<file path="src/rtl/rtc_cal_pkg.sv">
package rtc_cal_pkg;
  localparam int SEC_W  = 7;
  localparam int MIN_W  = 7;
  localparam int HOUR_W = 6;
  localparam int WDAY_W = 3;
  localparam int DAY_W  = 6;
  localparam int MON_W  = 5;
  localparam int YEAR_W = 8;
  localparam int REG_AW = 4;

  typedef enum logic [REG_AW-1:0] {
    A_SEC  = 4'd0,
    A_MIN  = 4'd1,
    A_HOUR = 4'd2,
    A_WDAY = 4'd3,
    A_DAY  = 4'd4,
    A_MON  = 4'd5,
    A_YEAR = 4'd6,
    A_TRIG = 4'd7,
    A_CTRL = 4'd8
  } reg_addr_e;

  typedef struct packed {
    logic [SEC_W-1:0]  sec;
    logic [MIN_W-1:0]  min;
    logic [HOUR_W-1:0] hour;
    logic [WDAY_W-1:0] wday;
    logic [DAY_W-1:0]  day;
    logic [MON_W-1:0]  mon;
    logic [YEAR_W-1:0] year;
    logic              leap;
  } cal_t;

  // last BCD day of a BCD month
  function automatic logic [DAY_W-1:0] month_last(input logic [MON_W-1:0] mon,
                                                   input logic leap);
    case (mon)
      5'h02:                      return leap ? 6'h29 : 6'h28;
      5'h04, 5'h06, 5'h09, 5'h11: return 6'h30;
      default:                    return 6'h31;
    endcase
  endfunction
endpackage

</file>
<file path="src/rtl/rtc_bcd_ctr.sv">
module rtc_bcd_ctr #(
  parameter int           W       = 7,
  parameter logic [W-1:0] RST_VAL = '0
) (
  input  logic         clk_i,
  input  logic         rst_ni,
  input  logic         inc_i,
  input  logic         load_i,
  input  logic [W-1:0] load_val_i,
  input  logic [W-1:0] lo_i,
  input  logic [W-1:0] hi_i,
  output logic [W-1:0] val_o,
  output logic         wrap_o
);
  logic [W-1:0] val_q;
  logic [W-1:0] nxt;
  logic         at_top;

  generate
    if (W <= 4) begin : g_bin
      assign nxt = val_q + W'(1);
    end else begin : g_bcd
      localparam int HW = W - 4;
      logic [HW-1:0] hi_dig;
      logic [3:0]    lo_dig;
      assign hi_dig = val_q[W-1:4];
      assign lo_dig = val_q[3:0];
      assign nxt = (lo_dig >= 4'h9) ? {hi_dig + HW'(1), 4'h0} : {hi_dig, lo_dig + 4'h1};
    end
  endgenerate

  // >= so that an out-of-range load still wraps
  assign at_top = (val_q >= hi_i);
  assign wrap_o = inc_i && at_top;
  assign val_o  = val_q;

  always_ff @(posedge clk_i or negedge rst_ni) begin
    if (!rst_ni)     val_q <= RST_VAL;
    else if (load_i) val_q <= load_val_i;
    else if (inc_i)  val_q <= at_top ? lo_i : nxt;
  end

  a_r11_load_wins: assert property (@(posedge clk_i) disable iff (!rst_ni)
    load_i |=> (val_o == $past(load_val_i)));
  a_r12_hold: assert property (@(posedge clk_i) disable iff (!rst_ni)
    (!load_i && !inc_i) |=> $stable(val_o));
  a_r5_wrap_low: assert property (@(posedge clk_i) disable iff (!rst_ni)
    (!load_i && wrap_o) |=> (val_o == $past(lo_i)));
endmodule

</file>
<file path="src/rtl/rtc_cal_regs.sv">
module rtc_cal_regs
  import rtc_cal_pkg::*;
#(
  parameter int DATA_W = 16
) (
  input  logic              clk_i,
  input  logic              rst_ni,
  input  logic              we_i,
  input  logic [REG_AW-1:0] addr_i,
  input  logic [DATA_W-1:0] wdata_i,
  output cal_t              stage_o,
  output logic              mode24_o,
  output logic              commit_o
);
  localparam int TOP = DATA_W - 1;

  cal_t stage_q;
  logic mode24_q;
  logic unused_wdata;

  assign unused_wdata = ^wdata_i[TOP-1:YEAR_W];

  always_ff @(posedge clk_i or negedge rst_ni) begin
    if (!rst_ni) begin
      stage_q  <= '{sec: '0, min: '0, hour: '0, wday: '0, day: 6'h01,
                    mon: 5'h01, year: '0, leap: 1'b0};
      mode24_q <= 1'b0;
    end else if (we_i) begin
      case (addr_i)
        A_SEC:  stage_q.sec  <= wdata_i[SEC_W-1:0];
        A_MIN:  stage_q.min  <= wdata_i[MIN_W-1:0];
        A_HOUR: stage_q.hour <= wdata_i[HOUR_W-1:0];
        A_WDAY: stage_q.wday <= wdata_i[WDAY_W-1:0];
        A_DAY:  stage_q.day  <= wdata_i[DAY_W-1:0];
        A_MON:  stage_q.mon  <= wdata_i[MON_W-1:0];
        A_YEAR: begin
          stage_q.year <= wdata_i[YEAR_W-1:0];
          stage_q.leap <= wdata_i[TOP];
        end
        A_CTRL: mode24_q <= wdata_i[0];
        default: ;
      endcase
    end
  end

  assign stage_o  = stage_q;
  assign mode24_o = mode24_q;
  assign commit_o = we_i && (addr_i == A_TRIG) && wdata_i[TOP];
endmodule

</file>
<file path="src/rtl/rtc_bcd_calendar.sv">
module rtc_bcd_calendar
  import rtc_cal_pkg::*;
#(
  parameter int DATA_W = 16
) (
  input  logic              clk_i,
  input  logic              rst_ni,
  input  logic              tick_i,
  input  logic              we_i,
  input  logic [REG_AW-1:0] addr_i,
  input  logic [DATA_W-1:0] wdata_i,
  output logic [DATA_W-1:0] rdata_o
);
  localparam int TOP = DATA_W - 1;

  cal_t stage;
  cal_t live;
  logic mode24, commit;
  logic tick_eff, sec_w, min_w, hour_w, day_adv, day_w, mon_w;
  logic wday_w_unused, year_w_unused;
  logic leap_q, half_q;
  logic [HOUR_W-1:0] hour_top;
  logic [DAY_W-1:0]  day_top;

  rtc_cal_regs #(.DATA_W(DATA_W)) u_regs (
    .clk_i, .rst_ni, .we_i, .addr_i, .wdata_i,
    .stage_o(stage), .mode24_o(mode24), .commit_o(commit)
  );

  assign tick_eff = tick_i && !commit;  // commit discards the tick
  assign hour_top = mode24 ? 6'h23 : 6'h11;
  assign day_top  = month_last(live.mon, leap_q);
  assign day_adv  = hour_w && (mode24 || half_q);

  rtc_bcd_ctr #(.W(SEC_W), .RST_VAL(7'h00)) u_sec (
    .clk_i, .rst_ni, .inc_i(tick_eff), .load_i(commit), .load_val_i(stage.sec),
    .lo_i(7'h00), .hi_i(7'h59), .val_o(live.sec), .wrap_o(sec_w));
  rtc_bcd_ctr #(.W(MIN_W), .RST_VAL(7'h00)) u_min (
    .clk_i, .rst_ni, .inc_i(sec_w), .load_i(commit), .load_val_i(stage.min),
    .lo_i(7'h00), .hi_i(7'h59), .val_o(live.min), .wrap_o(min_w));
  rtc_bcd_ctr #(.W(HOUR_W), .RST_VAL(6'h00)) u_hour (
    .clk_i, .rst_ni, .inc_i(min_w), .load_i(commit), .load_val_i(stage.hour),
    .lo_i(6'h00), .hi_i(hour_top), .val_o(live.hour), .wrap_o(hour_w));
  rtc_bcd_ctr #(.W(WDAY_W), .RST_VAL(3'd0)) u_wday (
    .clk_i, .rst_ni, .inc_i(day_adv), .load_i(commit), .load_val_i(stage.wday),
    .lo_i(3'd0), .hi_i(3'd6), .val_o(live.wday), .wrap_o(wday_w_unused));
  rtc_bcd_ctr #(.W(DAY_W), .RST_VAL(6'h01)) u_day (
    .clk_i, .rst_ni, .inc_i(day_adv), .load_i(commit), .load_val_i(stage.day),
    .lo_i(6'h01), .hi_i(day_top), .val_o(live.day), .wrap_o(day_w));
  rtc_bcd_ctr #(.W(MON_W), .RST_VAL(5'h01)) u_mon (
    .clk_i, .rst_ni, .inc_i(day_w), .load_i(commit), .load_val_i(stage.mon),
    .lo_i(5'h01), .hi_i(5'h12), .val_o(live.mon), .wrap_o(mon_w));
  rtc_bcd_ctr #(.W(YEAR_W), .RST_VAL(8'h00)) u_year (
    .clk_i, .rst_ni, .inc_i(mon_w), .load_i(commit), .load_val_i(stage.year),
    .lo_i(8'h00), .hi_i(8'h99), .val_o(live.year), .wrap_o(year_w_unused));

  assign live.leap = leap_q;

  always_ff @(posedge clk_i or negedge rst_ni) begin
    if (!rst_ni) begin
      leap_q <= 1'b0;
      half_q <= 1'b0;
    end else begin
      if (commit) leap_q <= stage.leap;
      if (commit)      half_q <= 1'b0;
      else if (hour_w) half_q <= mode24 ? 1'b0 : !half_q;
    end
  end

  always_comb begin
    rdata_o = '0;
    case (addr_i)
      A_SEC:  rdata_o = DATA_W'(live.sec);
      A_MIN:  rdata_o = DATA_W'(live.min);
      A_HOUR: rdata_o = DATA_W'(live.hour);
      A_WDAY: rdata_o = DATA_W'(live.wday);
      A_DAY:  rdata_o = DATA_W'(live.day);
      A_MON:  rdata_o = DATA_W'(live.mon);
      A_YEAR: begin
        rdata_o = DATA_W'(live.year);
        rdata_o[TOP] = leap_q;
      end
      A_CTRL: rdata_o = DATA_W'(mode24);
      default: rdata_o = '0;
    endcase
  end

  // legal commits assumed
  a_r6_hour_max: assert property (@(posedge clk_i) disable iff (!rst_ni)
    live.hour <= 6'h23);
  a_r9_day_in_month: assert property (@(posedge clk_i) disable iff (!rst_ni)
    (live.day >= 6'h01) && (live.day <= day_top));
  a_r8_wday_max: assert property (@(posedge clk_i) disable iff (!rst_ni)
    live.wday <= 3'd6);
  a_r10_new_year: assert property (@(posedge clk_i) disable iff (!rst_ni)
    (mon_w && !commit) |=> (live.mon == 5'h01) && (live.day == 6'h01));
  a_r7_half_day_hold: assert property (@(posedge clk_i) disable iff (!rst_ni)
    (!commit && !mode24 && hour_w && !half_q) |=> $stable(live.day));
  a_r2_trig_reads_zero: assert property (@(posedge clk_i) disable iff (!rst_ni)
    (addr_i == A_TRIG) |-> (rdata_o == '0));
endmodule

</file>
<file path="config.mk">
export PLATFORM = sky130hd
export DESIGN_NAME = rtc_bcd_calendar
export DESIGN_NICKNAME = d
export VERILOG_FILES = /design/src/rtl/rtc_cal_pkg.sv /design/src/rtl/rtc_bcd_ctr.sv /design/src/rtl/rtc_cal_regs.sv /design/src/rtl/rtc_bcd_calendar.sv
export SDC_FILE = /design/constraint.sdc
export NUM_CORES = 1
export LEC_CHECK = 0
export BUFFER_PORTS_ARGS = -buffer_cell sky130_fd_sc_hd__buf_2
export CAP_MARGIN = 20
export CORE_UTILIZATION = 35
export DETAILED_ROUTE_END_ITERATION = 8
export GPL_TIMING_DRIVEN = 1
export MAX_ROUTING_LAYER = met4
export PLACE_DENSITY = 0.47
export SLEW_MARGIN = 20
export SYNTH_ARGS = -nofsm -noshare
export SYNTH_HDL_FRONTEND = slang
export SYNTH_HIERARCHICAL = 1
export SYNTH_SLANG_ARGS = --single-unit
</file>
<file path="constraint.sdc">
create_clock -name clk_i -period 5.62 [get_ports clk_i]
set_clock_uncertainty 0.15 [all_clocks]
set_input_delay 0 -clock clk_i [delete_from_list [all_inputs] [get_ports clk_i]]
set_output_delay 0 -clock clk_i [all_outputs]
set_load 0.01 [all_outputs]
</file>
==> results.ini, run 1 <==
[status]
outcome = finished clean

[clock_network]
post_cts_resized = 0
clk_latency_ps = 350
clock_tree.root_cell = clkbuf_16
cts_sinks = 88
cts_tree = yes
clkTransAtPathRegs_ps = 70
hold_buffers = 12
clockBufferDepth = 2
cts_buffers = 9
post_cts_buffers = 0
htree_levels = 3

[worst_setup_path]
endpoint_kind = flop
r2r_start = u_sec/val_o[0]$_DFFE_PN0P_
worstSetupStartpoint = u_sec/val_o[0]$_DFFE_PN0P_
critical_path.top_delay_family = simple AND/OR/NAND/NOR gates
worstReg2RegEnd = u_year/val_o[5]$_DFFE_PN0P_
crit_fanout = 12
critPathLaunchType = flop
reg2reg_slack_ps = 1770
worstSetupPathType = flop to flop
cp_num_buf_inv = 2
cpMostUsedCell = nor2b_1
critPathSlowestCell = dfrtp_1
reg2reg_depth = 14
worstSetupPathDepth = 14
required_ps = 5730
slowest_delay_ps = 480
cp_cell_sequence = inv_1 -> ha_1 -> nor2b_1 -> o21ai_1 -> a21oi_4 -> nor2b_1 -> nor2b_1 -> and2_1 -> nor2b_1 -> buf_4 -> and2_1 -> and2_1 -> nand2b_1 -> o211ai_1
cp.arrival_ps = 3960
endpoint = u_year/val_o[5]$_DFFE_PN0P_

[sta]
worst_pin_slew_ps = 850
finalCritPeriodShare = 0.685
hold_violations = 0
min_period_ps = 3850
rsz0062_at_grt = no
fmax_mhz = 260
tns_ps = 0
slew_headroom = 0.433
setup_violations = 0
fin_ws_ps = 1770
final_max_slew_viol_count = 0

[drt]
routedWlPerCell_um = 16.7
wirelength_um = 17800
via_count = 5332
dr.pass1.iters = 5
viasPerCell = 4.99
drcViolationCount = 0
final_antenna_net_count = 0
drtIter0Drc = 272

[floorplanning]
die_y_um = 141
io_pins = 40
rows = 50
start_util = 0.359
coreArea_um2 = 18800
die_area_um2 = 19900
die_w_um = 141

[grt]
grt_pass1_wl_um = 29300
grt_most_used_layer = met2
grt_max_degree = 87
gr-usage-met1 = 0.265
grt_use_met3 = 0.0346
antenna_found_initial = 2
overflow = 0
grt_pass1_vias = 5317
met2_usage = 0.310
grt_use_total = 0.198

[power]
ir_drop_mv = 0.214
p_total_w = 0.00318
p_leak_nw = 3.71
power_density_nw_per_um2 = 406

[synth]
postSynthAreaPerCell_um2 = 9.79
yosys_warnings = 6
synth_area_um2 = 6770
syn_inst = 691

[flow_run]
maxCapViolations = 0

[place]
dp_slack_ps = 1800
gp_congestion = 0.803
dp_cells = 1039
dpl.hpwl_um = 13000
io_buffers = 25

[final_layout]
syn2layout_area_growth_pct = 16.1
drive_above_1_share = 0.181
final_common_cell = conb_1
final_cell_mix = 85 x conb_1, 84 x dfrtp_1, 64 x ha_1
num-nets-final = 890
fin_cells = 1069

[hold_path]
hp-class = input pin to flop

-- cell type report --
cell class              instances  area, um2
fillers                      1867      11000
flip-flops and latches         88       2210
inverters                      61        229
well taps                     260        325
repair buffers                 43        297
diodes                          2       5.00
multi-input cells             599       4490
clock buffers                  13        260
clock inverters                 3       40.0
-- metrics by stage --
stage               hold slack, ps   util  instance area (um2)
floorplan                     -446      -                 7080
global placement              -270  0.394                 7420
detailed placement            -266  0.394                 7420
CTS                           15.4  0.416                 7840
global route                  43.1  0.417                 7850
finish                        22.7  0.417                 7850
-- worst min-delay path by stage --
stage,start,endpoint,slack [ps],cells past startpoint
5_1_grt,addr_i[3],u_regs/mode24_o$_DFFE_PN0P_,40,3
3_5_place_dp,rst_ni,u_regs/stage_o[42]$_DFFE_PN0P_,-270,1
4_1_cts,addr_i[3],u_regs/mode24_o$_DFFE_PN0P_,20,3
6_report,addr_i[3],u_regs/mode24_o$_DFFE_PN0P_,20,3
2_1_floorplan,rst_ni,half_q$_DFFE_PN0P_,-450,0
3_3_place_gp,rst_ni,u_regs/stage_o[42]$_DFFE_PN0P_,-270,1
-- flip-flops by register name, summed over array words and instances (netlist names) --
signal,count
u_min/val_o,7
u_day/val_o,6
leap_q,1
u_regs/mode24_o,1
u_hour/val_o,6
u_year/val_o,8
u_regs/stage_o,43
u_mon/val_o,5
u_wday/val_o,3
u_sec/val_o,7
half_q,1
-- worst register-to-register path, stage by stage, from the launching register on --
cell and delay (ps):
dfrtp_1 480, inv_1 130, ha_1 290, nor2b_1 40, o21ai_1 250, a21oi_4 170
nor2b_1 180, nor2b_1 250, and2_1 200, nor2b_1 150, buf_4 210, and2_1 310
and2_1 400, nand2b_1 310, o211ai_1 250
-- power by group --
group / switching [W] / internal (W) / total (W)
Sequential: 0.000298 / 0.000839 / 0.00114
Combinational: 0.000732 / 0.000693 / 0.00143
Clock: 0.000255 / 0.000368 / 0.000623
Total: 0.00129 / 0.00190 / 0.00318
-- per-layer routing --
| layer | up-vias | wire length (um) |
|---|---|---|
| met5 | - | 0 |
| met3 | 14 | 633 |
| met1 | 2599 | 8740 |
| met4 | 0 | 220 |
| met2 | 92 | 8240 |
| li1 | 2627 | - |
No activity file was read; power rests on OpenSTA's default activity.
==> run 2, diff against run 1 <==
- PLACE_DENSITY: 0.47 -> 0.49
- clock period: 5.62 -> 3.1 ns (I/O delays scaled with it)
==> run 2 against run 1 <==
  * Setup slack got worse by 1600 ps
  * Utilization increased by 0.99 points
  * Critical path depth decreased by 1
  * Via count increased by 0.32%
  * Die area unchanged
  * Largest cell class unchanged
  * Register-to-register slack got worse by 1600 ps
  * Global-route usage decreased by 0.37 points
  * Fmax increased by 33%
  * Largest power group unchanged
==> results.ini, run 2 (synthesis results as in run 1) <==
[status]
outcome = finished clean

[hold_path]
hp-class = input pin to flop
hold_start = addr_i[3]

[worst_setup_path]
worstReg2RegEnd = u_mon/val_o[3]$_DFFE_PN0P_
required_ps = 3230
cp.arrival_ps = 3040
crit_fanout = 8
critical_path.top_delay_family = simple AND/OR/NAND/NOR gates
worstSetupPathDepth = 13
slowest_delay_ps = 450
reg2reg_slack_ps = 190
cp_cell_sequence = ha_1 -> nand2_1 -> o21ai_2 -> a21oi_4 -> nor2b_1 -> nor2b_4 -> and2_4 -> nor2b_4 -> and2_4 -> and2b_1 -> nand2_1 -> or3_1 -> nand3_1
reg2reg_depth = 13
critPathSlowestCell = dfrtp_1
endpoint = u_mon/val_o[3]$_DFFE_PN0P_
endpoint_kind = flop
critPathLaunchType = flop
r2r_start = u_sec/val_o[1]$_DFFE_PN0P_
cp_num_buf_inv = 0
worstSetupPathType = flop to flop
worstSetupStartpoint = u_sec/val_o[1]$_DFFE_PN0P_

[clock_network]
cts_buffers = 9
clkTransAtPathRegs_ps = 70
post_cts_buffers = 0
cts_tree = yes
post_cts_resized = 0
clock_tree.root_cell = clkbuf_16
clk_latency_ps = 350
cts_sinks = 88
htree_levels = 3
clockBufferDepth = 2

[drt]
wirelength_um = 17500
routedWlPerCell_um = 16.1
drtIter0Drc = 240
drcViolationCount = 0
final_antenna_net_count = 0
dr.pass1.iters = 4
viasPerCell = 4.93
via_count = 5349

[power]
swShare = 0.391
switching_power_w = 0.00237
seq_power_share = 0.324
p_clk_frac = 0.208
power.internal_w = 0.00369
power_density_nw_per_um2 = 753
ir_drop_mv = 0.323
p_leak_nw = 3.82
p_comb_frac = 0.468

[place]
io_buffers = 25
dp_cells = 1059
place_area_um2 = 7590
gp_congestion = 0.825
dpl.hpwl_um = 13000
dp_slack_ps = 227

[final_layout]
largest_reg_flops = 43
num-nets-final = 909
fill_cells = 1880
fin_cells = 1086
drive_above_1_share = 0.209
multi_input_area_um2 = 4510
syn2layout_area_growth_pct = 18.8
antenna_cells = 0
finish.instance_area_um2 = 8040
seq_area_um2 = 2210
final_common_cell = conb_1
final_cell_mix = 85 x conb_1, 84 x dfrtp_1, 64 x ha_1

[sta]
whs_ps = 46.8
finalCritPeriodShare = 0.937
slew_headroom = 0.436
setup_violations = 0
fmax_mhz = 344
tns_ps = 0
fin_ws_ps = 195
final_max_slew_viol_count = 0
worst_pin_slew_ps = 845
rsz0062_at_grt = no
hold_violations = 0
min_period_ps = 2910

[grt]
grt_pass1_wl_um = 28700
grt_use_total = 0.195
met2_usage = 0.302
gr-usage-met1 = 0.259
grt_use_met3 = 0.0299
overflow = 0
grt_most_used_layer = met2
grt_pass1_vias = 5258
antenna_found_initial = 0
grt_max_degree = 87

[floorplanning]
io_pins = 40
coreArea_um2 = 18800
die_w_um = 141
rows = 50
die_area_um2 = 19900
start_util = 0.359
die_y_um = 141

[flow_run]
maxCapViolations = 0

## run 2: cell count changes in the layout (fill, tap and decap cells not counted), sizes merged
cell / previous run / this run
diode: 2 / 0
buf: 31 / 51
clkinv: 2 / 0
dlygate4sd3: 12 / 11
bufinv: 1 / 3
clkbuf: 13 / 11
clkinvlp: 0 / 2
## run 2: how the worst min path moves through the flow
stage | to | depth (start not counted) | slack (ps)
2_1_floorplan | half_q$_DFFE_PN0P_ | 0 | -450
3_3_place_gp | u_sec/val_o[2]$_DFFE_PN0P_ | 1 | 6
3_5_place_dp | u_sec/val_o[0]$_DFFE_PN0P_ | 1 | 10
4_1_cts | u_regs/mode24_o$_DFFE_PN0P_ | 3 | 30
5_1_grt | u_regs/mode24_o$_DFFE_PN0P_ | 3 | 50
6_report | u_regs/mode24_o$_DFFE_PN0P_ | 3 | 50
## run 2: final cells by class
class	count	area share
multi-input cells	599	0.561
flip-flops and latches	88	0.275
repair buffers	62	0.0538
well taps	260	0.0405
clock buffers	11	0.0289
inverters	61	0.0285
clock inverters	5	0.0131
## run 2: metrics by stage
step	total power (W)	utilization
floorplan	0.00395	-
global placement	0.00470	0.403
detailed placement	0.00480	0.403
CTS	0.00609	0.427
global route	0.00657	0.427
finish	0.00606	0.427
## run 2: per-layer routing
layer / part of all wire / vias to the layer above
met2: 0.45 / 97
met4: 0.021 / 0
met1: 0.50 / 2572
met3: 0.033 / 21
met5: 0 / -
li1: - / 2659
## run 2: worst min-delay path, cell delays in order
cell and delay [ps]:
buf_2 210, nand4b_1 150, mux2_2 150
## run 2: what timing repair did
| action | 4_1_cts | 5_1_grt |
|---|---|---|
| hold buffers | 11 | 0 |
| setup endpoints to repair | 0 | 0 |
| endpoints found under the hold margin | 98 | 0 |
## run 2: power groups by stage
| stage | clock [W] | sequential (W) | combinational (W) |
|---|---|---|---|
| finish | 0.00126 | 0.00196 | 0.00283 |
| global route | 0.00134 | 0.00203 | 0.00321 |
| CTS | 0.00129 | 0.00197 | 0.00283 |
| detailed placement | 0 | 0.00199 | 0.00281 |
| global placement | 0 | 0.00198 | 0.00272 |
| floorplan | 0 | 0.00184 | 0.00211 |
==> run 3, diff against run 2 <==
- ABC_AREA: default -> 1
- PLACE_DENSITY: 0.49 -> 0.48
==> run 3 against run 2 <==
  * Die area grew 9.7%
  * Combinational power shrank 11%
  * Via count grew 26%
  * Clock-buffer cell count grew 2
  * Cell area grew 9.3%
  * Sequential share of layout area shrank 2.3 points
  * Largest power group unchanged
==> results.ini, run 3 <==
[status]
outcome = finished clean

[sta]
fin_ws_ps = 262
hold_violations = 0
worst_pin_slew_ps = 773
min_period_ps = 2840
slew_headroom = 0.484
fmax_mhz = 352
tns_ps = 0
setup_violations = 0
rsz0062_at_grt = no
final_max_slew_viol_count = 0
whs_ps = 35.5
finalCritPeriodShare = 0.916

[final_layout]
final_common_cell = nand2_1
utilization = 0.428
largest_reg_flops = 43
finish.instance_area_um2 = 8790
drive_above_1_share = 0.155
antenna_cells = 0
final_cell_mix = 311 x nand2_1, 150 x inv_1, 96 x nand3_1
syn2layout_area_growth_pct = 18.2
num-nets-final = 1302

[grt]
grt_use_total = 0.198
grt_pass1_vias = 6265
grt_pass1_wl_um = 32600
overflow = 0
grt_max_degree = 62
antenna_found_initial = 0

[drt]
drcViolationCount = 0
viasPerCell = 4.53
dr.pass1.iters = 5
via_count = 6746
drtIter0Drc = 447
final_antenna_net_count = 0
wirelength_um = 19400
routedWlPerCell_um = 13.0

[clock_network]
cts_sinks = 88
htree_levels = 3
cts_tree = yes
clk_latency_ps = 360
clkTransAtPathRegs_ps = 70
clock_tree.root_cell = clkbuf_16
cts_buffers = 9
clockBufferDepth = 2

[hold_path]
hp-class = input pin to flop
worstHoldEndpoint = u_sec/val_o[3]$_DFFE_PN0P_
hold_start = tick_i
holdPathStages = 6

[place]
place_area_um2 = 8320
dp_slack_ps = -121
io_buffers = 25
dpl.hpwl_um = 14800
gp_congestion = 0.807

[worst_setup_path]
required_ps = 3200
worstReg2RegEnd = u_year/val_o[0]$_DFFE_PN0P_
crit_fanout = 4
cp_num_buf_inv = 7
worstSetupPathType = flop to flop
critPathLaunchType = flop
reg2reg_depth = 22
r2r_start = u_sec/val_o[2]$_DFFE_PN0P_
critical_path.top_delay_family = simple AND/OR/NAND/NOR gates
reg2reg_slack_ps = 260
cp_cell_sequence = ha_1 -> nand2_1 -> inv_1 -> nand2_1 -> nand2_1 -> nand2_2 -> nand2_4 -> inv_4 -> nor2_2 -> inv_1 -> nor2_4 -> inv_2 -> nor2_2 -> o21a_1 -> inv_1 -> nor2_2 -> inv_1 -> nor2_4 -> nor2_1 -> buf_4 -> a22oi_1 -> nand2_1
cp.arrival_ps = 2930
critPathSlowestCell = dfrtp_1
endpoint_kind = flop
slowest_delay_ps = 380
worstSetupPathDepth = 22

[power]
ir_drop_mv = 0.324
p_leak_nw = 4.84
power_density_nw_per_um2 = 606

[synth]
syn_inst = 1072
synth_area_um2 = 7430
yosys_warnings = 6
postSynthAreaPerCell_um2 = 6.94

[floorplanning]
die_w_um = 148
coreArea_um2 = 20600
rows = 52
die_y_um = 148
io_pins = 40
die_area_um2 = 21800
start_util = 0.362

[flow_run]
maxCapViolations = 0

## run 3: routing by layer
layer	global-route usage	wire length [um]
met1	0.274	9990
met2	0.307	8820
met3	0.0194	364
met4	0.0531	214
met5	-	0
## run 3: worst max-delay path by stage
stage / startpoint / end
after floorplan: u_sec/val_o[0]$_DFFE_PN0P_ / u_year/val_o[6]$_DFFE_PN0P_
after global placement: u_sec/val_o[2]$_DFFE_PN0P_ / u_year/val_o[6]$_DFFE_PN0P_
after detailed placement: u_sec/val_o[2]$_DFFE_PN0P_ / u_year/val_o[6]$_DFFE_PN0P_
after CTS: u_sec/val_o[2]$_DFFE_PN0P_ / u_year/val_o[6]$_DFFE_PN0P_
after global routing: u_mon/val_o[4]$_DFFE_PN0P_ / u_year/val_o[6]$_DFFE_PN0P_
final: u_sec/val_o[2]$_DFFE_PN0P_ / u_year/val_o[0]$_DFFE_PN0P_
## run 3: area by class of cell
class / instances / area [um2]
multi-input cells: 874 / 4770
clock inverters: 3 / 25.0
inverters: 166 / 633
repair buffers: 75 / 551
flip-flops and latches: 88 / 2210
well taps: 270 / 338
clock buffers: 13 / 270
fillers: 2239 / 11800
## run 3: what timing repair did
item	4_1_cts	5_1_grt
gates cloned	0	0
endpoints found under the hold margin	95	0
hold buffers	14	0
resized for setup	3	8
endpoints found under the setup margin	8	11
pin swaps	0	3
buffers inserted	0	1
## run 3: stage by stage
step,power (W),cells
after floorplan,0.00348,1155
after global placement,0.00423,1458
after detailed placement,0.00423,1458
after CTS,0.00537,1488
after global routing,0.00586,1489
final,0.00533,1489
## run 3: tightest hold or removal path, delay by kind of cell
kind | cells | cell delay [ps]
buffers and inverters | 2 | 110
AND/OR/NAND/NOR | 4 | 370
## run 3: where the power goes
group          internal (W)  switching, W  total (W)
Combinational       0.00101       0.00151    0.00252
Sequential          0.00144      0.000268    0.00171
Clock              0.000613      0.000487    0.00110
Total               0.00306       0.00227    0.00533
